<file path="src/rtl/median9_pkg.sv">
package median9_pkg;

   localparam int N_PIX    = 9;
   localparam int N_STAGES = 9;
   localparam int N_SLOTS  = 3;
   localparam int MED_IDX  = 4;

   // Compare-exchange schedule: returns {lo_lane, hi_lane}; 8'hFF marks an empty slot.
   // After the cell, the smaller value sits on lo_lane and the larger on hi_lane.
   function automatic logic [7:0] cx_pair(input int stage, input int slot);
      case (stage * N_SLOTS + slot)
         0:       return 8'h12;
         1:       return 8'h45;
         2:       return 8'h78;
         3:       return 8'h01;
         4:       return 8'h34;
         5:       return 8'h67;
         6:       return 8'h12;
         7:       return 8'h45;
         8:       return 8'h78;
         9:       return 8'h03;
         10:      return 8'h58;
         11:      return 8'h47;
         12:      return 8'h36;
         13:      return 8'h14;
         14:      return 8'h25;
         15:      return 8'h47;
         18:      return 8'h42;
         21:      return 8'h64;
         24:      return 8'h42;
         default: return 8'hFF;
      endcase
   endfunction

endpackage

</file>
<file path="src/rtl/median9_cx.sv">
module median9_cx #(
   parameter int W = 8
) (
   input  logic [W-1:0] a,
   input  logic [W-1:0] b,
   output logic [W-1:0] lo,
   output logic [W-1:0] hi
);

   logic swap;

   assign swap = (a > b);
   assign lo   = swap ? b : a;
   assign hi   = swap ? a : b;

   always_comb begin

      cx_order_chk: assert (lo <= hi && ((lo == a && hi == b) || (lo == b && hi == a)));
   end

endmodule

</file>
<file path="src/rtl/median9_stage.sv">
module median9_stage
   import median9_pkg::*;
#(
   parameter int W          = 8,
   parameter int STAGE      = 0,
   parameter bit REGISTERED = 1'b1
) (
   input  logic               clk,
   input  logic               rst_n,
   input  logic               vld_i,
   input  logic [N_PIX*W-1:0] pix_i,
   output logic               vld_o,
   output logic [N_PIX*W-1:0] pix_o
);

   logic [W-1:0]       cur [N_PIX];
   logic [W-1:0]       nxt [N_PIX];
   logic [W-1:0]       mn  [N_SLOTS];
   logic [W-1:0]       mx  [N_SLOTS];
   logic [N_PIX*W-1:0] nxt_flat;

   genvar i, sl;

   generate
      for (i = 0; i < N_PIX; i++) begin : g_lane
         assign cur[i]             = pix_i[i*W +: W];
         assign nxt_flat[i*W +: W] = nxt[i];
      end

      for (sl = 0; sl < N_SLOTS; sl++) begin : g_slot
         localparam logic [7:0] PR = cx_pair(STAGE, sl);
         if (PR != 8'hFF) begin : g_cell
            median9_cx #(.W(W)) u_cx (
               .a  (cur[PR[7:4]]),
               .b  (cur[PR[3:0]]),
               .lo (mn[sl]),
               .hi (mx[sl])
            );
         end else begin : g_empty
            assign mn[sl] = '0;
            assign mx[sl] = '0;
         end
      end
   endgenerate

   always_comb begin
      logic [7:0] pr;
      for (int k = 0; k < N_PIX; k++) nxt[k] = cur[k];
      for (int s = 0; s < N_SLOTS; s++) begin
         pr = cx_pair(STAGE, s);
         if (pr != 8'hFF) begin
            nxt[pr[7:4]] = mn[s];
            nxt[pr[3:0]] = mx[s];
         end
      end
   end

   generate
      if (REGISTERED) begin : g_reg
         logic               vld_q;
         logic [N_PIX*W-1:0] pix_q;

         always_ff @(posedge clk) begin
            if (!rst_n) vld_q <= 1'b0;
            else        vld_q <= vld_i;
            if (vld_i)  pix_q <= nxt_flat;
         end

         assign vld_o = vld_q;
         assign pix_o = pix_q;


         valid_follow_chk: assert property (@(posedge clk) disable iff (!rst_n)
            vld_i |=> vld_o);

         no_phantom_chk: assert property (@(posedge clk) disable iff (!rst_n)
            !vld_i |=> !vld_o);

         reset_clear_chk: assert property (@(posedge clk)
            !rst_n |=> !vld_o);
      end else begin : g_comb
         assign vld_o = vld_i;
         assign pix_o = nxt_flat;
      end
   endgenerate

endmodule

</file>
<file path="src/rtl/median9_sorter.sv">
module median9_sorter
   import median9_pkg::*;
#(
   parameter int                  DATA_W   = 8,
   parameter logic [N_STAGES-1:0] REG_MASK = '1
) (
   input  logic                    clk,
   input  logic                    rst_n,
   input  logic                    in_valid,
   input  logic [N_PIX*DATA_W-1:0] in_pix,
   output logic                    out_valid,
   output logic [DATA_W-1:0]       out_median
);

   localparam int BUS_W = N_PIX * DATA_W;

   generate
      if (DATA_W < 1) begin : g_bad_width
         $error("median9_sorter: DATA_W must be at least 1");
      end
      if (MED_IDX >= N_PIX) begin : g_bad_index
         $error("median9_sorter: median lane outside the pixel set");
      end
   endgenerate

   logic             vld_c [N_STAGES+1];
   logic [BUS_W-1:0] pix_c [N_STAGES+1];

   assign vld_c[0] = in_valid;
   assign pix_c[0] = in_pix;

   genvar st;
   generate
      for (st = 0; st < N_STAGES; st++) begin : g_stage
         median9_stage #(
            .W          (DATA_W),
            .STAGE      (st),
            .REGISTERED (REG_MASK[st])
         ) u_stage (
            .clk   (clk),
            .rst_n (rst_n),
            .vld_i (vld_c[st]),
            .pix_i (pix_c[st]),
            .vld_o (vld_c[st+1]),
            .pix_o (pix_c[st+1])
         );
      end
   endgenerate

   assign out_valid  = vld_c[N_STAGES];
   assign out_median = pix_c[N_STAGES][MED_IDX*DATA_W +: DATA_W];

   // Rank check: the final lanes are a permutation of the group, so the centre
   // lane must have at least five lanes at or below it and five at or above it.
   int cnt_le;
   int cnt_ge;

   always_comb begin
      cnt_le = 0;
      cnt_ge = 0;
      for (int k = 0; k < N_PIX; k++) begin
         if (pix_c[N_STAGES][k*DATA_W +: DATA_W] <= out_median) cnt_le++;
         if (pix_c[N_STAGES][k*DATA_W +: DATA_W] >= out_median) cnt_ge++;
      end
   end


   median_rank_chk: assert property (@(posedge clk) disable iff (!rst_n)
      out_valid |-> (cnt_le >= MED_IDX + 1 && cnt_ge >= N_PIX - MED_IDX));

endmodule

</file>
<file path="config.mk">
export PLATFORM = sky130hd
export DESIGN_NAME = median9_sorter
export DESIGN_NICKNAME = d
export VERILOG_FILES = /design/src/rtl/median9_pkg.sv /design/src/rtl/median9_cx.sv /design/src/rtl/median9_stage.sv /design/src/rtl/median9_sorter.sv
export SDC_FILE = /design/constraint.sdc
export NUM_CORES = 1
export LEC_CHECK = 0
export BUFFER_PORTS_ARGS = -buffer_cell sky130_fd_sc_hd__buf_2
export CAP_MARGIN = 10
export CORE_AREA = 2 2 255 257
export CTS_BUF_LIST = sky130_fd_sc_hd__clkbuf_4 sky130_fd_sc_hd__clkbuf_8 sky130_fd_sc_hd__clkbuf_16
export DETAILED_ROUTE_END_ITERATION = 8
export DIE_AREA = 0 0 257 259
export PLACE_DENSITY = 0.52
export SYNTH_ARGS = -nofsm -noshare
export SYNTH_HDL_FRONTEND = slang
export SYNTH_SLANG_ARGS = --single-unit
</file>
<file path="constraint.sdc">
create_clock -name clk -period 2.3 [get_ports clk]
set_input_delay 0.69 -clock clk [delete_from_list [all_inputs] [get_ports clk]]
set_output_delay 0.69 -clock clk [all_outputs]
set_load 0.01 [all_outputs]
</file>
==> metrics <==
status finished clean; Via density ~4.2; post_cts resized 0; CTS tree done; CTS Hold Bufs 0; DPL Wire Length between 20 and 30 mm; top-count cell post-synth edfxtp_1; Post-CTS Setup Bufs 0; r2r worst-path depth 8; Setup crit start kind flip-flop; Yosys Warn Count 0; Hold Path Class primary input to flip-flop; Synth cell types 25; largest family of logic cells by synthesized area multiplexers; CTS max path bufs 3; Leak around 0.0089 µW; Worst Setup End Kind flip-flop; CP cell instances inv_1 -> ha_1 -> nor2b_1 -> o211ai_1 -> a21oi_1 -> o22ai_2 -> buf_4 -> mux2_2; Die Area around 67,000 µm²; CP max FO 4; area of the multi-input gates slightly below 7000 µm²; # diodes 0; Worst R2R Setup Slack around 0.15 ns; Tcrit/Tclk final between 90 and 100%; Max Freq around 470 MHz; Slew Limit Headroom 57.6%; average routed wire per standard cell roughly 15 µm; Hold Startpoint in_pix[27]; CP max stage delay 0.47 ns; Mean Syn Cell Area 16.4 µm²; post-synthesis instance total about 1,200; capture point of the worst reg-to-reg path g_stage[3].u_stage.pix_o[24]; Worst-path clk slew approximately 0.06 ns; max-slew violation count 0; Detailed Routing Iterations Pass 1 4; CP Class flip-flop to flip-flop; WHS Endpoint g_stage[0].u_stage.pix_o[27]; Yosys reg bits 385; Hold Crit Depth 1; Clock Skew approximately 0.030 ns; CTS Buf Count 43; hold_ws around 0.28 ns; I/O pin count 84; Filler cells 6,043; WP data arrival between 2 and 2.5 ns; DR DRC count 0; Crit path buffers/inverters 2; total global-route track usage 10.1%; core region area around 64,000 µm²; cell taking the most area after synthesis edfxtp_1; Commonest cells post-synth edfxtp_1, ha_1, inv_1, mux2_2, mux2_4; largest net degree at the start of global routing 65; RSZ-0062 raised after global routing false; Routed Antenna Nets 0; Final Cell Area between 20,000 and 25,000 µm²; worst-margin pin slew about 0.63 ns; number of max-cap violations 0; top-area cell type share of the netlist area between 50 and 60%; Post-Synth Adder-Cell Area around 10%; post-synthesis mux area share between 15 and 20%; Util after Layout about a third; # rows 93; Syn Nets approximately 1,400; Post-Synth Simple-Gate Area 3.45%; post-route setup slack 0.151 ns; CTS Root Buffer Type clkbuf_16; WP data required ~2.6 ns; Seq/Total Area, Yosys roughly 61%; Die Span X 257 µm; Skew-Pair Late Insertion Delay around 0.58 ns; setup TNS 0 ns; Post-DP Area 20,900 µm²; GP Congestion around 0.75; synthesized cell area roughly 19,000 µm²; Synth Area in XOR/XNOR 0%; Max rail drop VDD just over 0.5 mV; FF-to-FF Start g_stage[2].u_stage.pix_o[25]; number of flops mapped to enable cells by yosys approximately 380; Iter 0 DRT Violations approximately 370; Synth-to-Final Area Change 18.3%; CP top delay family flip-flops; CTS H-Tree Depth 2; Async S/R FF share, synth 0%; I/O Buffers 83; final wirelength between 30 and 40 mm; Layout Nets around 1,600; Clock Sinks just under 400; minimum clock period roughly 2.1 ns; Die H ~260 µm; Synth Area in Compound Gates under 10%; power density over the cells approximately 800 nW/µm²; Synth area leaders edfxtp_1, ha_1, mux2_4; Starting Density between 20 and 30%; GR Overflow Total 0; initial antenna violation count 0; share of post-route cells with drive strength above 1 around two fifths; Reg area ~11,000 µm²; Final Hold Vio Count 0; vias in the first global route 10,000; CP max stage cell edfxtp_1; DR vias roughly 9,500; ys flop type edfxtp_1; first-pass GRT wire length about 53 mm; Place WS -0.103 ns; final setup fails 0
==> final cells by class <==
cell class / instances / share of cell area (%)
Clock buffer: 46 / 4.90
Clock inverter: 34 / 1.71
Inverter: 152 / 2.54
Multi-Input combinational cell: 611 / 30.1
Sequential cell: 385 / 51.2
Tap cell: 855 / 4.77
Timing Repair Buffer: 146 / 4.81
==> worst max-delay path by stage <==
stage                                  from                            to  slack (ns)  cells past startpoint
5_1_grt        g_stage[3].u_stage.pix_o[41]  g_stage[4].u_stage.pix_o[17]       0.007                      7
6_report       g_stage[2].u_stage.pix_o[25]  g_stage[3].u_stage.pix_o[24]        0.15                      8
3_3_place_gp                     in_pix[65]  g_stage[0].u_stage.pix_o[57]       -0.09                      9
3_5_place_dp                     in_pix[57]  g_stage[0].u_stage.pix_o[56]       -0.10                      8
2_1_floorplan                    in_pix[65]  g_stage[0].u_stage.pix_o[60]       0.005                      8
4_1_cts        g_stage[2].u_stage.pix_o[25]  g_stage[3].u_stage.pix_o[26]         0.1                      8
==> power breakdown <==
group | internal, µW | switching [µW]
registers | 8140 | 219
logic | 1220 | 886
clock network | 4280 | 2810
==> kinds of logic after synthesis <==
kind of cell	after synthesis
flops	385
mux	240
compound gates	132
fa+ha+maj	152
buf+inv	163
simple gates	87
==> flip-flops by register name, summed over array words and instances, names as in the netlist <==
register / cells
g_stage.u_stage.pix_o: 376
g_stage.u_stage.vld_o: 9
==> cells in the final DEF (no fill, tap or decap), types with 12 or more instances in the layout <==
cell type / instances
a21oi_1: 64
buf_12: 15
buf_2: 82
buf_4: 49
clkbuf_16: 43
edfxtp_1: 376
ha_1: 152
inv_1: 152
mux2_2: 130
mux2_4: 110
nand2_1: 20
nand4_1: 27
o211ai_2: 12
==> per-layer routing <==
metal,routed length [µm],GRT usage (%),vias up
met4,1070,3.88,0
met2,17000,18.5,124
li1,-,-,4761
met1,13700,11.6,4510
met3,1260,1.86,63
met5,0,0,-
==> metrics by stage <==
step           power (µW)  std cells
4_1_cts             17900       2229
2_1_floorplan       10000       1159
3_5_place_dp        10700       2149
5_1_grt             18300       2229
3_3_place_gp        10600       2149
6_report            17600       2229
(Power assumes the default switching activity.)
